File: config.mk
export PLATFORM = sky130hd
export DESIGN_NAME = scroll_latch_top
export DESIGN_NICKNAME = d
export VERILOG_FILES = /design/src/rtl/scroll_pkg.sv /design/src/rtl/scroll_regs.sv /design/src/rtl/scroll_frame_latch.sv /design/src/rtl/scroll_line_counter.sv /design/src/rtl/scroll_pan.sv /design/src/rtl/scroll_latch_top.sv
export SDC_FILE = /design/constraint.sdc
export NUM_CORES = 1
export LEC_CHECK = 0
export BUFFER_PORTS_ARGS = -buffer_cell sky130_fd_sc_hd__buf_2
export CORE_MARGIN = 5
export CORE_UTILIZATION = 60
export CTS_CLUSTER_DIAMETER = 50
export DETAILED_ROUTE_END_ITERATION = 10
export PLACE_DENSITY = 0.84
export SYNTH_ARGS = -nofsm -noshare
export SYNTH_HDL_FRONTEND = slang
export SYNTH_SLANG_ARGS = --single-unit
File: constraint.sdc
create_clock -name clk -period 5.15 [get_ports clk]
set_clock_uncertainty 0.05 [all_clocks]
set_input_delay 0.515 -clock clk [delete_from_list [all_inputs] [get_ports clk]]
set_output_delay 0.515 -clock clk [all_outputs]
set_load 0.005 [all_outputs]
File: src/rtl/scroll_pkg.sv
package scroll_pkg;
  localparam int DATA_W = 8;
  localparam int ADDR_W = 2 * DATA_W;
  localparam int PAN_W  = 4;
  localparam int ROW_W  = 5;
  localparam int IDX_W  = 4;

  typedef enum logic [IDX_W-1:0] {
    IX_START_HI = 4'd0,
    IX_START_LO = 4'd1,
    IX_OFFSET   = 4'd2,
    IX_PAN      = 4'd3,
    IX_CTRL     = 4'd4,
    IX_PRESET   = 4'd5,
    IX_MAXROW   = 4'd6
  } idx_e;

  typedef struct packed {
    logic [ADDR_W-1:0] start;
    logic [DATA_W-1:0] offset;
    logic [PAN_W-1:0]  pan;
    logic              som;
    logic [ROW_W-1:0]  preset;
    logic [ROW_W-1:0]  max_row;
  } regs_t;

  // Advance a line start by one character row (offset counted in words).
  function automatic logic [ADDR_W-1:0] advance_row(input logic [ADDR_W-1:0] addr,
                                                    input logic [DATA_W-1:0] offset);
    logic [ADDR_W-1:0] step;
    step = ADDR_W'({offset, 1'b0});
    return addr + step;
  endfunction

  // First fetch of a line: low bit chosen by the odd/even control.
  function automatic logic [ADDR_W-1:0] first_fetch(input logic [ADDR_W-1:0] addr,
                                                    input logic som);
    return {addr[ADDR_W-1:1], som};
  endfunction
endpackage

File: src/rtl/scroll_regs.sv
module scroll_regs
  import scroll_pkg::*;
(
  input  logic              clk,
  input  logic              rst,
  input  logic              wr_en,
  input  logic [IDX_W-1:0]  wr_index,
  input  logic [DATA_W-1:0] wr_data,
  output regs_t             regs
);
  always_ff @(posedge clk) begin
    if (rst) begin
      regs <= '0;
    end else if (wr_en) begin
      case (idx_e'(wr_index))
        IX_START_HI: regs.start[ADDR_W-1:DATA_W] <= wr_data;
        IX_START_LO: regs.start[DATA_W-1:0]      <= wr_data;
        IX_OFFSET:   regs.offset                 <= wr_data;
        IX_PAN:      regs.pan                    <= wr_data[PAN_W-1:0];
        IX_CTRL:     regs.som                    <= wr_data[0];
        IX_PRESET:   regs.preset                 <= wr_data[ROW_W-1:0];
        IX_MAXROW:   regs.max_row                <= wr_data[ROW_W-1:0];
        default: ;
      endcase
    end
  end
endmodule

File: src/rtl/scroll_frame_latch.sv
module scroll_frame_latch
  import scroll_pkg::*;
(
  input  logic              clk,
  input  logic              rst,
  input  logic              vsync,
  input  logic [ADDR_W-1:0] start_reg,
  output logic              vs_rise,
  output logic [ADDR_W-1:0] frame_start
);
  logic vsync_q;

  assign vs_rise = vsync && !vsync_q;

  always_ff @(posedge clk) begin
    if (rst) begin
      vsync_q     <= 1'b0;
      frame_start <= '0;
    end else begin
      vsync_q <= vsync;
      if (vs_rise) frame_start <= start_reg;
    end
  end
endmodule

File: src/rtl/scroll_line_counter.sv
module scroll_line_counter
  import scroll_pkg::*;
(
  input  logic              clk,
  input  logic              rst,
  input  logic              frame_top,
  input  logic              line_end,
  input  logic [ADDR_W-1:0] frame_start,
  input  regs_t             regs,
  output logic              row_wrap,
  output logic [ADDR_W-1:0] line_addr,
  output logic [ADDR_W-1:0] fetch_addr,
  output logic [ROW_W-1:0]  row_scan
);
  logic [ADDR_W-1:0] nxt_line;
  logic [ROW_W-1:0]  nxt_row;
  logic              line_event;

  assign line_event = frame_top || line_end;
  assign row_wrap   = line_end && !frame_top && (row_scan == regs.max_row);

  always_comb begin
    nxt_line = line_addr;
    nxt_row  = row_scan;
    if (frame_top) begin
      nxt_line = frame_start;
      nxt_row  = regs.preset;
    end else if (row_wrap) begin
      nxt_line = advance_row(line_addr, regs.offset);
      nxt_row  = '0;
    end else if (line_end) begin
      nxt_row  = row_scan + 1'b1;
    end
  end

  always_ff @(posedge clk) begin
    if (rst) begin
      line_addr  <= '0;
      fetch_addr <= '0;
      row_scan   <= '0;
    end else if (line_event) begin
      line_addr  <= nxt_line;
      row_scan   <= nxt_row;
      fetch_addr <= first_fetch(nxt_line, regs.som);
    end
  end
endmodule

File: src/rtl/scroll_pan.sv
module scroll_pan
  import scroll_pkg::*;
(
  input  logic             clk,
  input  logic             rst,
  input  logic             disp_start,
  input  logic [PAN_W-1:0] pan_reg,
  output logic [PAN_W-1:0] pan_out
);
  always_ff @(posedge clk) begin
    if (rst)             pan_out <= '0;
    else if (disp_start) pan_out <= pan_reg;
  end
endmodule

File: src/rtl/scroll_latch_top.sv
module scroll_latch_top
  import scroll_pkg::*;
(
  input  logic              clk,
  input  logic              rst,
  input  logic              wr_en,
  input  logic [IDX_W-1:0]  wr_index,
  input  logic [DATA_W-1:0] wr_data,
  input  logic              vsync,
  input  logic              frame_top,
  input  logic              line_end,
  input  logic              disp_start,
  output logic [ADDR_W-1:0] line_addr,
  output logic [ADDR_W-1:0] fetch_addr,
  output logic [ROW_W-1:0]  row_scan,
  output logic [PAN_W-1:0]  pan_out
);
  regs_t             regs;
  logic              vs_rise;
  logic              row_wrap;
  logic [ADDR_W-1:0] frame_start;

  scroll_regs u_regs (
    .clk(clk), .rst(rst), .wr_en(wr_en), .wr_index(wr_index),
    .wr_data(wr_data), .regs(regs)
  );

  scroll_frame_latch u_latch (
    .clk(clk), .rst(rst), .vsync(vsync), .start_reg(regs.start),
    .vs_rise(vs_rise), .frame_start(frame_start)
  );

  scroll_line_counter u_line (
    .clk(clk), .rst(rst), .frame_top(frame_top), .line_end(line_end),
    .frame_start(frame_start), .regs(regs), .row_wrap(row_wrap),
    .line_addr(line_addr), .fetch_addr(fetch_addr), .row_scan(row_scan)
  );

  scroll_pan u_pan (
    .clk(clk), .rst(rst), .disp_start(disp_start), .pan_reg(regs.pan),
    .pan_out(pan_out)
  );
endmodule

==> results.tsv, run 1 <==
stage	metric	value	unit
global_route	grt_pass1_wl	14.4	mm
pwr	p_per_area	281	mW/mm²
setup_path	r2r_slack	2.77	ns
layout	diodes	0	
setup_path	worstPathRequired	5.38	ns
synthesis	synth_edf_count	0	
synthesis	synthFlopType	dfxtp_1	
global_route	grt_usage	23.7	%
layout	multi_input_area	0.00188	mm²
pwr	p_seq_share	55.4	%
outcome	status	finished clean	
synthesis	ys_seq_elements	82	
sta	whs	0.346	ns
setup_path	cp_top_family	compound AO/OA/AOI/OAI gates	
pwr	switching_share	25.6	%
cts	cts_num_sinks	82	
drt	drc_errors	0	
floorplanning	coreArea	0.00599	mm²
layout	final_common_cell	dfxtp_1	
layout	design_area	0.00415	mm²
global_route	overflow	0	
cts	ctsResizeCount	0	
synthesis	syn_inst	419	
place	detailed_place_hpwl	5.92	mm
sta	tns	0	ns
floorplanning	fp.dieW	89.1	µm
synthesis	async_flop_share	0	%
pwr	leakagePower	0.00173	µW
setup_path	max_stage_delay	0.41	ns
drt	via_per_inst	5.79	
place	gp_congestion	0.810	
cts	hold_buffers	0	
pwr	ir_drop	0.215	mV
synthesis	synth_warnings	0	
setup_path	slowest_stage	fa_1	
synthesis	synth_area	0.00375	mm²
floorplanning	pin_count	60	
place	io_buffers	59	
drt	detail-route-antenna-nets	0	
layout	regArea	0.00164	mm²
sta	setup_viol	0	
setup_path	cp.arrival	2.61	ns
layout	n_fill_cell	478	
drt	wire_per_inst	16.0	µm
cts	cts-root-buf	clkbuf_8	
place	numPlacedInstances	518	
hold_path	hold_class	in2reg	
floorplanning	num_rows	28	
drt	dr.first_iter.drc_count	278	
sta	min_period_over_period	46.3	%
cts	post_cts_buffers	0	
pwr	internal_power	868	µW
setup_path	critPathMaxFanout	5	
synthesis	ys_types	52	
cts	clock_latency	0.35	ns
layout	final_cell_count_no_fill	534	
cts	clk_pin_slew	0.08	ns
floorplanning	start_util	62.6	%
layout	syn_to_final_growth	10.5	%
setup_path	cp.buffers_inverters	0	
sta	hold_viol	0	
sta	drv_slew	0	
place	dp_slack	2.83	ns
drt	wl	8.53	mm
pwr	comb_power_share	6.7	%
sta	fin_ws	2.77	ns
place	place_area	0.00396	mm²
synthesis	synth-seq-area-share	43.8	%
pwr	clkPwrFrac	37.9	%
cts	cts_made_buffers	9	
floorplanning	die_area	0.00793	mm²
sta	max_clock_freq	420	MHz
drt	dr.pass1.iters	7	
job	cap_violations	0	
cts	cts_tree	yes	
drt	vias	3091	
global_route	grt_max_degree	83	
sta	rsz0062_at_grt	no	
layout	layout_common_cells	82 x dfxtp_1, 59 x buf_2, 56 x nand2_1	
synthesis	syn-mean-instance-area	8.95	µm²
layout	drive_gt1_share	19.6	%
global_route	antenna_found_initial	0	
synthesis	syn_nets	448	
setup_path	start_kind	register	
sta	worst_pin_slew	1.14	ns
setup_path	path_class	reg2reg	
global_route	grt_pass1_vias	2935	
floorplanning	die_y	89.1	µm
setup_path	cp_cell_sequence	ha_1, fa_1, a21o_1, a21oi_1, o21bai_1, a211o_1, a31oi_1	
layout	final_nets	483	
cts	h-tree-depth	3	
pwr	power.net_switching	298	µW
cts	cts_max_path_buffers	2	
sta	fin_crit	2.38	ns
setup_path	endpoint_kind	register	
sta	slew_headroom	23.7	%
-- sequential cells by signal, summed over array words and instances, names as in the netlist --
register	count
u_line.fetch_addr	16
u_latch.frame_start	16
u_regs.regs	39
u_latch.vsync_q	1
u_line.line_addr	1
u_line.row_scan	5
u_pan.pan_out	4
-- per-layer routing --
layer | track usage (%) | share of wire [%] | wire length, µm
met1 | 33.4 | 46 | 3940
met2 | 36.3 | 45 | 3810
met3 | 4.52 | 7.6 | 649
met4 | 8.25 | 1.5 | 126
met5 | 0 | 0 | 0
-- worst register-to-register path, delay by kind of cell (launching register included) --
kind,cells,cell delay [ns]
compound gates,5,1.27
fa+ha+maj,2,0.66
flops,1,0.34
-- kinds of logic after synthesis --
kind of cell	share of synthesized area (%)
mux	12.0
flops	43.8
compound gates	13.4
buf+inv	6.24
xor+xnor	2.77
fa+ha+maj	3.54
simple gates	18.3
-- per-stage QoR --
step	utilization (%)	power (µW)
2_1_floorplan	-	713
3_3_place_gp	66.0	736
3_5_place_dp	66.0	739
4_1_cts	69.2	1170
5_1_grt	69.2	1220
6_report	69.2	1170
-- final timing paths --
check / start / to / cells past startpoint
worst max-delay path: u_line.fetch_addr[1]$_SDFFE_PP0P_ / u_line.fetch_addr[11]$_SDFFE_PP0P_ / 7
worst min-delay path: vsync / u_latch.vsync_q$_SDFF_PP0_ / 2
worst max register to register: u_line.fetch_addr[1]$_SDFFE_PP0P_ / u_line.fetch_addr[11]$_SDFFE_PP0P_ / 7
worst min register to register: u_regs.regs[24]$_SDFFE_PP0P_ / u_latch.frame_start[1]$_SDFFE_PP0P_ / 2
-- cell usage after synthesis (2+ instances only) --
cell type,instances,share of area (%)
o2111ai_1,2,0.47
nand4_1,3,0.50
nand3_1,10,1.3
buf_1,2,0.20
o211ai_1,2,0.40
nor3b_1,3,0.60
a311oi_1,2,0.47
or3_1,2,0.33
nand3b_1,3,0.60
o21ai_0,7,0.93
mux2i_1,45,12
clkbuf_1,18,1.8
dfxtp_1,82,44
nand2_1,56,5.6
a221oi_1,3,0.70
xnor2_1,4,0.93
nor3_1,6,0.80
a22oi_1,6,1.2
nand2b_1,3,0.50
a21oi_1,33,4.4
nor2_2,2,0.33
a211o_1,2,0.47
a31oi_1,7,1.2
a31o_2,2,0.47
a21o_1,2,0.40
xor2_1,6,1.4
buf_4,16,3.2
a211oi_1,2,0.40
nor2_1,49,4.9
ha_1,9,3.0
inv_1,8,0.80
nor2b_1,2,0.33
-- power by group through the flow --
| stage | Combinational, µW | Sequential, µW | Clock (µW) |
|---|---|---|---|
| after detailed placement | 77.8 | 661 | 0 |
| after global placement | 75.3 | 661 | 0 |
| after CTS | 77.9 | 646 | 448 |
| final | 78.2 | 646 | 441 |
| after global routing | 86.6 | 648 | 486 |
| after floorplan | 52.6 | 660 | 0 |
-- layout make-up --
class | instances | area share [%]
Clock buffer | 11 | 3.65
Clock inverter | 5 | 0.936
Inverter | 9 | 0.815
Multi-Input combinational cell | 291 | 45.2
Sequential cell | 82 | 39.6
Tap cell | 75 | 2.26
Timing Repair Buffer | 61 | 7.49
Note: power is estimated with default switching activity, not from simulation.
==> run 2: changes to the inputs <==
--- a/config.mk
+++ b/config.mk
@@ -5,12 +5,13 @@
 export SDC_FILE = /design/constraint.sdc
 export NUM_CORES = 1
 export LEC_CHECK = 0
+export ABC_AREA = 1
 export BUFFER_PORTS_ARGS = -buffer_cell sky130_fd_sc_hd__buf_2
 export CORE_MARGIN = 5
-export CORE_UTILIZATION = 60
+export CORE_UTILIZATION = 57
 export CTS_CLUSTER_DIAMETER = 50
 export DETAILED_ROUTE_END_ITERATION = 10
-export PLACE_DENSITY = 0.84
+export PLACE_DENSITY = 0.8
 export SYNTH_ARGS = -nofsm -noshare
 export SYNTH_HDL_FRONTEND = slang
 export SYNTH_SLANG_ARGS = --single-unit
==> constraint.sdc (replaced) <==
create_clock -name clk -period 2.3 [get_ports clk]
set_clock_uncertainty 0.05 [all_clocks]
set_input_delay 0.23 -clock clk [delete_from_list [all_inputs] [get_ports clk]]
set_output_delay 0.23 -clock clk [all_outputs]
set_load 0.005 [all_outputs]
==> results.tsv, run 2 <==
stage	metric	value	unit	change
outcome	status	finished clean		unchanged
synthesis	ys_top_cells_by_area	dfxtp_1 41%, nor2_1 10%, o21ai_0 8.2%, nand2_1 8.0%, a21oi_1 6.6%		was dfxtp_1 44%, mux2i_1 12%, nand2_1 5.6%, nor2_1 4.9%, a21oi_1 4.4%
layout	multi_input_area	0.00188	mm²	unchanged
setup_path	critPathMaxFanout	4		was 5
place	gp_congestion	0.928		was 0.810
layout	largest_register_ffs	39		unchanged
synthesis	synth-seq-area-share	41.3	%	was 43.8%
sta	rsz0062_at_grt	no		unchanged
global_route	grt_pass1_vias	3535		was 2935
floorplanning	die_y	93.5	µm	was 89.1 µm
hold_path	hold_class	in2reg		unchanged
sta	fin_crit	1.94	ns	was 2.38 ns
cts	cts_made_buffers	9		unchanged
drt	dr.pass1.iters	5		was 7
sta	drv_slew	0		unchanged
synthesis	synth_warnings	0		unchanged
synthesis	synth_top_family_by_area	simple AND/OR/NAND/NOR gates		unchanged
place	io_buffers	59		unchanged
cts	clock_latency	0.36	ns	was 0.35 ns
cts	cts-root-buf	clkbuf_8		unchanged
drt	drc_errors	0		unchanged
sta	whs	0.0510	ns	was 0.346 ns
layout	final_nets	643		was 483
setup_path	start_kind	register		unchanged
setup_path	max_stage_delay	0.40	ns	was 0.41 ns
synthesis	synth_compound_area_share	17.7	%	was 13.4%
layout	regArea	0.00164	mm²	unchanged
sta	min_period_over_period	84.2	%	was 46.3%
sta	setup_viol	0		unchanged
cts	post_cts_buffers	0		unchanged
floorplanning	coreArea	0.00679	mm²	was 0.00599 mm²
sta	hold_viol	0		unchanged
cts	h-tree-depth	3		unchanged
place	detailed_place_hpwl	7.12	mm	was 5.92 mm
cts	cts_max_path_buffers	2		unchanged
layout	diodes	0		unchanged
drt	via_per_inst	5.34		was 5.79
floorplanning	pin_count	60		unchanged
synthesis	async_flop_share	0	%	unchanged
synthesis	syn-mean-instance-area	6.97	µm²	was 8.95 µm²
drt	dr.first_iter.drc_count	319		was 278
global_route	overflow	0		unchanged
sta	slew_headroom	59.3	%	was 23.7%
sta	max_clock_freq	517	MHz	was 420 MHz
synthesis	syn_nets	599		was 448
synthesis	synth_fa_ha_area_share	3.34	%	was 3.54%
place	numPlacedInstances	699		was 518
setup_path	slowest_stage	fa_1		unchanged
layout	syn_to_final_growth	11.5	%	was 10.5%
synthesis	ys_seq_elements	82		unchanged
pwr	power.total	2920	µW	was 1170 µW
synthesis	yosys.area_share.simple	25.3	%	was 18.3%
setup_path	cp_cell_sequence	ha_1, fa_1, nand2_1, nand2_1, and2_1, nand2_1, nand2_1, nand3_1, nand3_1, a21oi_1		was ha_1, fa_1, a21o_1, a21oi_1, o21bai_1, a211o_1, a31oi_1
synthesis	synth_area	0.00397	mm²	was 0.00375 mm²
layout	layout_common_cells	109 x nor2_1, 85 x nand2_1, 82 x dfxtp_1		was 82 x dfxtp_1, 59 x buf_2, 56 x nand2_1
drt	wl	9.92	mm	was 8.53 mm
global_route	antenna_found_initial	0		unchanged
synthesis	synth_top_cell_area_share	41.3	%	was 43.8%
pwr	p_per_area	660	mW/mm²	was 281 mW/mm²
layout	drive_gt1_share	15.5	%	was 19.6%
setup_path	path_class	reg2reg		unchanged
cts	cts_tree	yes		unchanged
synthesis	synth-xor-area-share	0.882	%	was 2.77%
drt	detail-route-antenna-nets	0		unchanged
sta	tns	0	ns	unchanged
drt	vias	3817		was 3091
synthesis	ys_types	33		was 52
floorplanning	num_rows	30		was 28
floorplanning	start_util	58.4	%	was 62.6%
layout	final_common_cell	nor2_1		was dfxtp_1
layout	n_fill_cell	601		was 478
setup_path	cp_top_family	simple AND/OR/NAND/NOR gates		was compound AO/OA/AOI/OAI gates
cts	clk_pin_slew	0.10	ns	was 0.08 ns
cts	hold_buffers	0		unchanged
synthesis	syn_inst	570		was 419
setup_path	worstPathRequired	2.55	ns	was 5.38 ns
synthesis	synth_top_cell_by_area	dfxtp_1		unchanged
setup_path	cp.buffers_inverters	0		unchanged
layout	top_register	u_regs.regs		unchanged
cts	cts_num_sinks	82		unchanged
pwr	ir_drop	0.430	mV	was 0.215 mV
synthesis	muxShareOfSynthArea	0	%	was 12.0%
global_route	grt_pass1_wl	16.5	mm	was 14.4 mm
synthesis	yosysMostFrequentCell	nor2_1		was dfxtp_1
layout	final_cell_count_no_fill	715		was 534
synthesis	synth_commonest_cells	109 x nor2_1, 85 x nand2_1, 82 x dfxtp_1		was 82 x dfxtp_1, 56 x nand2_1, 49 x nor2_1
setup_path	cp.arrival	2.18	ns	was 2.61 ns
floorplanning	die_area	0.00873	mm²	was 0.00793 mm²
floorplanning	fp.dieW	93.5	µm	was 89.1 µm
setup_path	endpoint_kind	register		unchanged
job	cap_violations	0		unchanged
synthesis	synthFlopType	dfxtp_1		unchanged
setup_path	path_common_cell	nand2_1		
global_route	grt_max_degree	72		was 83
drt	wire_per_inst	13.9	µm	was 16.0 µm
cts	ctsResizeCount	0		unchanged
synthesis	synth_edf_count	0		unchanged
layout	reg.largest.list	u_regs.regs: 39 flops, u_latch.frame_start: 16 flops, u_line.fetch_addr: 16 flops		unchanged
pwr	leakagePower	0.00210	µW	was 0.00173 µW
sta	worst_pin_slew	0.610	ns	was 1.14 ns
global_route	grt_usage	23.9	%	was 23.7%
run 2: area by class of cell:
class | instances | share of cell area [%]
flip-flops and latches | 82 | 37.1
well taps | 96 | 2.71
clock buffers | 9 | 2.80
repair buffers | 64 | 7.52
inverters | 68 | 5.82
multi-input cells | 389 | 42.4
clock inverters | 7 | 1.72
run 2: routing by layer:
metal / global-route usage (%) / share of wire [%] / vias to the layer above
met5: 0 / 0 / -
met4: 7.81 / 1.2 / 0
met3: 5.55 / 7.6 / 8
met2: 37.9 / 45 / 136
met1: 32.1 / 47 / 1761
li1: - / - / 1912
run 2: path summary, 6_finish.rpt:
path | start | end | slack [ns] | cells after the start
worst max-delay path | u_line.fetch_addr[1]$_SDFFE_PP0P_ | u_line.fetch_addr[13]$_SDFFE_PP0P_ | 0.36 | 10
worst min-delay path | vsync | u_latch.vsync_q$_SDFF_PP0_ | 0.05 | 3
worst max register to register | u_line.fetch_addr[1]$_SDFFE_PP0P_ | u_line.fetch_addr[13]$_SDFFE_PP0P_ | 0.36 | 10
worst min register to register | u_regs.regs[32]$_SDFFE_PP0P_ | u_latch.frame_start[9]$_SDFFE_PP0P_ | 0.41 | 2
run 2: cell families after synthesis:
kind of cell             count (synthesis)
flip-flops                              82
AO/OA/AOI/OAI                          136
buffers and inverters                   99
adder cells (fa/ha/maj)                 10
AND/OR/NAND/NOR                        239
XOR/XNOR                                 4
run 2: per-stage QoR:
step | utilization (%) | worst slack [ns] | instance area, µm²
global route | 65.2 | 0.210 | 4430
finish | 65.2 | 0.364 | 4430
global placement | 62.2 | 0.484 | 4230
detailed placement | 62.2 | 0.389 | 4230
CTS | 65.2 | 0.385 | 4430
floorplan | - | 0.551 | 3970
run 2: power by group:
group          switching (µW)  leakage [µW]  total (µW)  internal (µW)
registers                48.3      0.000669        1530           1480
clock network             561     0.0000966        1070            511
logic                     206       0.00134         323            117
total                     815       0.00210        2920           2110
run 2: tightest hold or removal path: cells and delay by family:
kind,cells,cell delay [ns]
buffers and inverters,2,0.11
and+or+nand+nor,1,0.08
